--- config.mk ---
export PLATFORM = sky130hd
export DESIGN_NAME = secs_counter_top
export DESIGN_NICKNAME = d
export VERILOG_FILES = /design/src/rtl/secs_pkg.sv /design/src/rtl/secs_divider.sv /design/src/rtl/secs_count.sv /design/src/rtl/secs_sqw.sv /design/src/rtl/secs_counter_top.sv
export SDC_FILE = /design/constraint.sdc
export NUM_CORES = 1
export LEC_CHECK = 0
export ABC_CLOCK_PERIOD_IN_PS = 3000
export CAP_MARGIN = 0
export CORE_MARGIN = 2
export CORE_UTILIZATION = 55
export CTS_BUF_LIST = sky130_fd_sc_hd__clkbuf_4 sky130_fd_sc_hd__clkbuf_8
export CTS_CLUSTER_DIAMETER = 100
export DETAILED_ROUTE_END_ITERATION = 7
export DONT_BUFFER_PORTS = 1
export MAX_ROUTING_LAYER = met4
export PLACE_DENSITY_LB_ADDON = 0.1
export SLEW_MARGIN = 40
export SYNTH_ARGS = -nofsm -noshare
export SYNTH_HDL_FRONTEND = slang
export SYNTH_SLANG_ARGS = --single-unit
export TNS_END_PERCENT = 10
--- constraint.sdc ---
create_clock -name clk_i -period 3 [get_ports clk_i]
set_clock_uncertainty 0.2 [all_clocks]
set_input_delay 0.45 -clock clk_i [delete_from_list [all_inputs] [get_ports clk_i]]
set_output_delay 0.45 -clock clk_i [all_outputs]
set_load 0.02 [all_outputs]
--- src/rtl/secs_pkg.sv ---
package secs_pkg;

    localparam int FAST_W = 3;

    typedef enum logic [1:0] {
        RATE_SLOW = 2'b00,
        RATE_DIV8 = 2'b01,
        RATE_DIV4 = 2'b10,
        RATE_REF  = 2'b11
    } rate_e;

    typedef struct packed {
        logic  stop;
        logic  irq_mode;
        rate_e rate;
    } ctrl_t;

    localparam ctrl_t CTRL_RST = '{stop: 1'b0, irq_mode: 1'b0, rate: RATE_REF};

    function automatic logic pick_tap(rate_e r, logic slow, logic d8, logic d4, logic ref_t);
        case (r)
            RATE_SLOW: return slow;
            RATE_DIV8: return d8;
            RATE_DIV4: return d4;
            default:   return ref_t;
        endcase
    endfunction

endpackage

--- src/rtl/secs_divider.sv ---
module secs_divider
    import secs_pkg::*;
#(
    parameter int DIV_W = 15
) (
    input  logic clk_i,
    input  logic rst_i,
    input  logic run_i,
    input  logic tick_i,
    input  logic restart_i,
    output logic sec_pulse_o,
    output logic tap_slow_o,
    output logic tap_d8_o,
    output logic tap_d4_o
);
    localparam int SLOW_W = DIV_W - FAST_W;

    logic [DIV_W-1:0] div_q, div_step, div_d;

    always_comb begin
        div_step = (run_i && tick_i) ? div_q + DIV_W'(1) : div_q;
        div_d    = div_step;
        if (restart_i) begin
            div_d = {{SLOW_W{1'b0}}, div_step[FAST_W-1:0]};
        end
    end

    always_ff @(posedge clk_i) begin
        if (rst_i) begin
            div_q <= '0;
        end else begin
            div_q <= div_d;
        end
    end

    assign sec_pulse_o = run_i && tick_i && (&div_q);
    assign tap_slow_o  = div_q[DIV_W-1];
    assign tap_d8_o    = div_q[2];
    assign tap_d4_o    = div_q[1];

endmodule

--- src/rtl/secs_count.sv ---
module secs_count #(
    parameter int CNT_W = 32
) (
    input  logic               clk_i,
    input  logic               rst_i,
    input  logic               sec_pulse_i,
    input  logic [CNT_W/8-1:0] be_i,
    input  logic [CNT_W-1:0]   data_i,
    output logic [CNT_W-1:0]   count_o
);
    localparam int NBYTES = CNT_W / 8;

    logic [CNT_W-1:0] count_q, base, count_d;

    always_comb begin
        if (|be_i) begin
            base = count_q;
        end else if (sec_pulse_i) begin
            base = count_q + CNT_W'(1);
        end else begin
            base = count_q;
        end
    end

    for (genvar k = 0; k < NBYTES; k++) begin : g_byte
        assign count_d[8*k +: 8] = be_i[k] ? data_i[8*k +: 8] : base[8*k +: 8];
    end

    always_ff @(posedge clk_i) begin
        if (rst_i) begin
            count_q <= '0;
        end else begin
            count_q <= count_d;
        end
    end

    assign count_o = count_q;

endmodule

--- src/rtl/secs_sqw.sv ---
module secs_sqw
    import secs_pkg::*;
(
    input  logic  clk_i,
    input  logic  rst_i,
    input  ctrl_t ctrl_i,
    input  logic  tap_slow_i,
    input  logic  tap_d8_i,
    input  logic  tap_d4_i,
    input  logic  tick_i,
    output logic  sqw_o
);
    logic sqw_q, sqw_d;

    always_comb begin
        if (ctrl_i.stop || ctrl_i.irq_mode) begin
            sqw_d = 1'b1;
        end else begin
            sqw_d = pick_tap(ctrl_i.rate, tap_slow_i, tap_d8_i, tap_d4_i, tick_i);
        end
    end

    always_ff @(posedge clk_i) begin
        if (rst_i) begin
            sqw_q <= 1'b1;
        end else begin
            sqw_q <= sqw_d;
        end
    end

    assign sqw_o = sqw_q;

endmodule

--- src/rtl/secs_counter_top.sv ---
module secs_counter_top
    import secs_pkg::*;
#(
    parameter int DIV_W = 15,
    parameter int CNT_W = 32
) (
    input  logic               clk_i,
    input  logic               rst_i,
    input  logic               ref_tick_i,
    input  logic [CNT_W/8-1:0] cnt_be_i,
    input  logic [CNT_W-1:0]   cnt_data_i,
    input  logic               ctrl_wr_i,
    input  logic               ctrl_stop_i,
    input  logic               ctrl_mode_i,
    input  logic [1:0]         ctrl_rate_i,
    input  logic               osf_clr_i,
    output logic               osf_o,
    output logic [CNT_W-1:0]   count_o,
    output logic               sqw_o
);
    ctrl_t ctrl_q;
    logic  osf_q;
    logic  sec_pulse, tap_slow, tap_d8, tap_d4;

    always_ff @(posedge clk_i) begin
        if (rst_i) begin
            ctrl_q <= CTRL_RST;
        end else if (ctrl_wr_i) begin
            ctrl_q <= '{stop: ctrl_stop_i, irq_mode: ctrl_mode_i, rate: rate_e'(ctrl_rate_i)};
        end
    end

    always_ff @(posedge clk_i) begin
        if (rst_i) begin
            osf_q <= 1'b1;
        end else if (ctrl_q.stop) begin
            osf_q <= 1'b1;
        end else if (osf_clr_i) begin
            osf_q <= 1'b0;
        end
    end

    assign osf_o = osf_q;

    secs_divider #(.DIV_W(DIV_W)) u_div (
        .clk_i      (clk_i),
        .rst_i      (rst_i),
        .run_i      (!ctrl_q.stop),
        .tick_i     (ref_tick_i),
        .restart_i  (|cnt_be_i),
        .sec_pulse_o(sec_pulse),
        .tap_slow_o (tap_slow),
        .tap_d8_o   (tap_d8),
        .tap_d4_o   (tap_d4)
    );

    secs_count #(.CNT_W(CNT_W)) u_cnt (
        .clk_i      (clk_i),
        .rst_i      (rst_i),
        .sec_pulse_i(sec_pulse),
        .be_i       (cnt_be_i),
        .data_i     (cnt_data_i),
        .count_o    (count_o)
    );

    secs_sqw u_sqw (
        .clk_i     (clk_i),
        .rst_i     (rst_i),
        .ctrl_i    (ctrl_q),
        .tap_slow_i(tap_slow),
        .tap_d8_i  (tap_d8),
        .tap_d4_i  (tap_d4),
        .tick_i    (ref_tick_i),
        .sqw_o     (sqw_o)
    );

endmodule

==> out/metrics.cfg, run 1 <==
[power]
total_power_mw = 1.362
peakVddDrop_uv = 236.5
powerDensity_nw_per_um2 = 431.8
leakage_nw = 1.150

[routing]
viasPerCell = 6.245
ant_nets = 0
routedWlPerCell_um = 16.99
vias = 2598
dr.pass1.iters = 4
drcViolationCount = 0
drt-initial-drc-count = 154
drt-total-wl_mm = 7.066

[hold_path]
min_path_type = in -> reg
hp-start = rst_i

[setup_path]
required_ps = 3040
crit_arrival_ps = 2640
crit_fanout = 9
critical_path_class = reg -> reg
cp-start-kind = flop
r2r_start = u_div.div_q[1]
end_kind = flop
critPathLaunch = u_div.div_q[1]

[sta]
slew_headroom_pct = 58.94
fin_crit_ps = 2600
fmax_ghz = 0.3846
setup_viol = 0
finalMaxSlewViolations = 0
period_share_pct = 86.66
hold_violations = 0
tightest_slew_ps = 610.3
tns_ps = 0
rsz0062_at_grt = false

[cts]
cts_tree = yes
h-tree-depth = 2
cts_max_path_buffers = 2
clock_sinks = 53
cts_root_buffer = clkbuf_8
clk_pin_slew_ps = 100
clock_latency_ps = 310
cts_buffers = 5

[synth]
ys_ff_latch = 53
synthArstFlopShare_pct = 0
netlist_instances = 350
synth-edff-count = 0
yosysUniqueCellTypes = 60
yosysSeqAreaShare_pct = 34.64
synth_top_flop_cell = dfxtp_1
mappedNetlistNets = 397
synth_area_um2 = 3063
ys.warnings.count = 0
avgSynthCellArea_um2 = 8.751

[global_routing]
antenna_found_initial = 0
grt_max_degree = 23
grt_pass1_vias = 2519
grt_pass1_wl_mm = 11.97
globalRoute.totalOverflow = 0
grt_usage_pct = 24.78

[layout]
nNetsFinal = 390
fillers = 540
drive_gt1_share_pct = 9.302
syn2layout_area_growth_pct = 2.982
diodes = 0

[place]
place.gp.congestion = 0.8321
portBuffers = 0
hpwlAfterDp_mm = 4.974

[die]
io_pins = 79
die_h_um = 78.63
start_util_pct = 56.31
fp.dieArea_um2 = 6182
die_w_um = 78.63
core_um2 = 5439
core.rowCount = 27

[outcome]
status = complete, no violations

[job]
maxCapViolations = 0

==> path summary, 6_finish.rpt <==
check	to	cells past startpoint	slack, ps
worst max register to register	u_cnt.count_o[25]	6	400
worst min-delay path	u_cnt.count_o[4]	1	20
worst max-delay path	u_cnt.count_o[25]	6	400
worst min register to register	u_sqw.sqw_o	1	270
==> worst max-delay path: stages (launching register included) <==
cell and delay [ps]:
dfxtp_1 380, ha_1 160, and3b_1 370, and4bb_1 540
nand4_4 200, or4_1 530, a31oi_1 160
==> registers in the layout, summed over array words and instances (netlist names) <==
| register | count |
|---|---|
| u_div.div_q | 15 |
| osf_o | 1 |
| ctrl_q | 4 |
| u_sqw.sqw_o | 1 |
| u_cnt.count_o | 32 |
==> per-stage QoR <==
stage / util, % / setup slack (ps) / instance area (um2) / hold slack, ps / cells
2_1_floorplan: - / 782.1 / 3063 / 215.2 / 350
3_3_place_gp: 55.67 / 478.8 / 3028 / 232.4 / 405
3_5_place_dp: 55.67 / 423.8 / 3028 / 236.0 / 405
4_1_cts: 57.90 / 395.5 / 3149 / 0.3754 / 415
5_1_grt: 57.99 / 207.5 / 3154 / 4.674 / 416
6_report: 57.99 / 400.2 / 3154 / 18.83 / 416
==> synthesized netlist by cell type, types with 6 or more instances <==
master    number  share of area [%]
nor4_1         8                1.6
a31oi_1        8                1.6
nand4_1       15                3.1
nor3_1         6               0.98
a211oi_1       8                2.0
xnor2_1        8                2.3
nand3_1       13                2.1
nor2_1        33                4.0
a21oi_1       15                2.5
o21ai_0        8                1.3
nand2_1       34                4.2
clkbuf_1       7               0.86
xor2_1        16                4.6
nor2b_1        9                1.8
dfxtp_1       53                 35
inv_1         14                1.7
==> final cells by class <==
cell class	count	area (um2)	area share, %
multi-input combinational	266	1824	57.83
sequential	53	1061	33.64
clock buffer	7	96.34	3.054
tap	72	90.09	2.856
inverter	14	52.55	1.666
timing repair buffer	3	25.02	0.7933
clock inverter	1	5.005	0.1587
==> placed cells by master (no fill, tap or decap), types with 3 or more instances in the layout <==
cell	synthesis	final
o21ai_0	8	8
nor3_1	6	6
nor2b_1	9	9
a211oi_1	8	8
and3_1	5	5
nor4_1	8	8
a221oi_1	4	4
o21a_1	4	4
xnor2_1	8	8
o211ai_1	4	4
inv_1	14	14
nand2b_1	3	3
a2bb2oi_1	3	3
a31o_2	3	3
or3_1	4	4
clkbuf_8	4	7
dfxtp_1	53	53
nand4_4	3	3
nor4_4	4	4
mux2i_1	3	3
nor2_1	33	33
nand2_1	34	34
and4_1	5	5
xor2_1	16	16
nand3_1	13	13
nand4_2	3	3
nand4_1	15	15
a21oi_1	15	15
and2_1	3	3
a31oi_1	8	8
==> cells by family (layout without fill, tap and decap cells) <==
| kind of cell | Yosys count | in the layout | share of synthesized area (%) |
|---|---|---|---|
| buf+inv | 31 | 25 | 5.801 |
| flops | 53 | 53 | 34.64 |
| mux | 4 | 4 | 1.838 |
| compound gates | 71 | 71 | 16.46 |
| xor+xnor | 24 | 24 | 6.863 |
| simple gates | 165 | 165 | 33.58 |
| fa+ha+maj | 2 | 2 | 0.8169 |
==> repair_timing <==
action | in CTS | in global routing
gates resized for setup | 0 | 0
hold buffers | 2 | 1
setup endpoints to repair | 0 | 0
setup buffers | 0 | 0
endpoints found under the hold margin | 21 | 2
==> layer usage <==
layer	routed length, um	vias to the layer above	GRT usage, %
li1	-	1287	-
met1	3139	1228	29.42
met2	3427	75	41.71
met3	428	8	5.862
met4	71	0	7.544
met5	0	-	-
==> where the power goes <==
| group | leakage (nW) | total [mW] | switching [mW] | internal, mW |
|---|---|---|---|---|
| logic | 0.660 | 0.100 | 0.0468 | 0.0532 |
| registers | 0.436 | 0.825 | 0.0861 | 0.739 |
| clock network | 0.0542 | 0.437 | 0.228 | 0.209 |
| total | 1.15 | 1.36 | 0.361 | 1.00 |
No activity file was read; power rests on OpenSTA's default activity.
==> inputs of run 2 (changes only) <==
Settings changed: REMOVE_ABC_BUFFERS set to 1.
==> out/metrics.cfg, run 2 (synthesis gave the netlist of run 1 again) <==
[sta]
hold_violations = 0
tightest_slew_ps = 649.7
slew_headroom_pct = 56.54
tns_ps = 0
fin_crit_ps = 2585
rsz0062_at_grt = false
period_share_pct = 86.16
setup_viol = 0
fmax_ghz = 0.3869
finalMaxSlewViolations = 0
layout_setup_ws_ps = 415.1

[place]
hpwlAfterDp_mm = 5.011
dp_slack_ps = 426.8
place.gp.congestion = 0.8309
portBuffers = 0

[layout]
syn2layout_area_growth_pct = 4.044
fillers = 532
nNetsFinal = 395
diodes = 0
fin_util_pct = 58.59
largest_reg_flops = 32
drive_gt1_share_pct = 9.742
layout_commonest_cell = dfxtp_1
layout_common_cells = dfxtp_1 (53), nand2_1 (34), nor2_1 (33), xor2_1 (16)

[routing]
drt-total-wl_mm = 7.236
routedWlPerCell_um = 17.19
drcViolationCount = 0
viasPerCell = 6.121
ant_nets = 0
drt-initial-drc-count = 109
vias = 2577
dr.pass1.iters = 5

[die]
fp.dieArea_um2 = 6182
die_h_um = 78.63
core_um2 = 5439
io_pins = 79
core.rowCount = 27
die_w_um = 78.63
start_util_pct = 56.31

[cts]
cts_max_path_buffers = 2
clock_latency_ps = 310
clock_sinks = 53
h-tree-depth = 2
cts_resized = 0
cts_root_buffer = clkbuf_8
cts_buffers = 5
cts_tree = yes
clk_pin_slew_ps = 100

[hold_path]
min_path_type = in -> reg
whs_path_depth = 1

[setup_path]
required_ps = 3040
r2r.worst_path.cells = 6
slowest_delay_ps = 530
crit_cells = 6
cp_top_family = simple AND/OR/NAND/NOR gates
crit_buf_inv = 0
end_kind = flop
crit_arrival_ps = 2620
critical_path_class = reg -> reg
crit_slowest_cell = or4_1
path_cells = ha_1 > and3b_1 > and4bb_1 > nand4_4 > or4_1 > a31oi_1
crit_fanout = 9
cp-start-kind = flop

[job]
maxCapViolations = 0

[global_routing]
grt_pass1_vias = 2510
grt_usage_pct = 25.27
grt_pass1_wl_mm = 12.08
grt_max_degree = 27
globalRoute.totalOverflow = 0
antenna_found_initial = 0

[power]
peakVddDrop_uv = 215.0
leakage_nw = 1.164
total_power_mw = 1.339
powerDensity_nw_per_um2 = 420.2

[outcome]
status = complete, no violations

-- run 2: changes by cell type in the layout (fill, tap and decap cells not counted) --
cell,previous run,this run
buf_2,1,0
clkinv_2,1,2
dlygate4sd3_1,2,5
clkbuf_8,7,5
buf_4,0,3
clkinvlp_4,0,1
-- run 2: per-layer routing --
layer	vias to the layer above	track usage [%]	routed length (um)
met5	-	-	0
met4	0	5.965	78
met3	7	6.322	482
met2	64	42.14	3559
met1	1216	30.83	3115
li1	1290	-	-
-- run 2: where the power goes --
group          switching [mW]  internal [mW]
Clock                   0.246          0.162
Sequential             0.0792          0.739
Combinational          0.0543         0.0585
-- run 2: cell type report --
class | count | area (um2) | share of cell area, %
clock buffers | 5 | 68.82 | 2.159
clock inverters | 3 | 17.52 | 0.5497
inverters | 14 | 52.55 | 1.649
well taps | 72 | 90.09 | 2.827
repair buffers | 8 | 72.57 | 2.277
flip-flops and latches | 53 | 1061 | 33.29
multi-input cells | 266 | 1824 | 57.24
-- run 2: final timing paths --
check / from / to / slack [ps]
min reg2reg: ctrl_q[2] / u_sqw.sqw_o / 250
max reg2reg: u_div.div_q[1] / u_cnt.count_o[25] / 420
min: cnt_be_i[1] / u_cnt.count_o[10] / 10
max: u_div.div_q[1] / u_cnt.count_o[25] / 420
-- run 2: worst reg2reg max path: cells and delay by family, from the launching register on --
| kind | cells | cell delay (ps) |
|---|---|---|
| fa+ha+maj | 1 | 160 |
| flops | 1 | 390 |
| compound gates | 1 | 170 |
| simple gates | 4 | 1610 |
-- run 2: per-stage QoR --
stage / cell area [um2] / instances / hold WS [ps]
floorplan: 2938 / 333 / 215.2
global placement: 3050 / 408 / 227.5
detailed placement: 3050 / 408 / 227.4
CTS: 3177 / 420 / 1.058
global route: 3187 / 421 / 7.790
finish: 3187 / 421 / 12.88
-- run 2: timing repair --
item                                   4_1_cts  5_1_grt
hold buffers                                 4        1
setup buffers                                0        0
setup endpoints to repair                    0        0
endpoints found under the hold margin       14        3
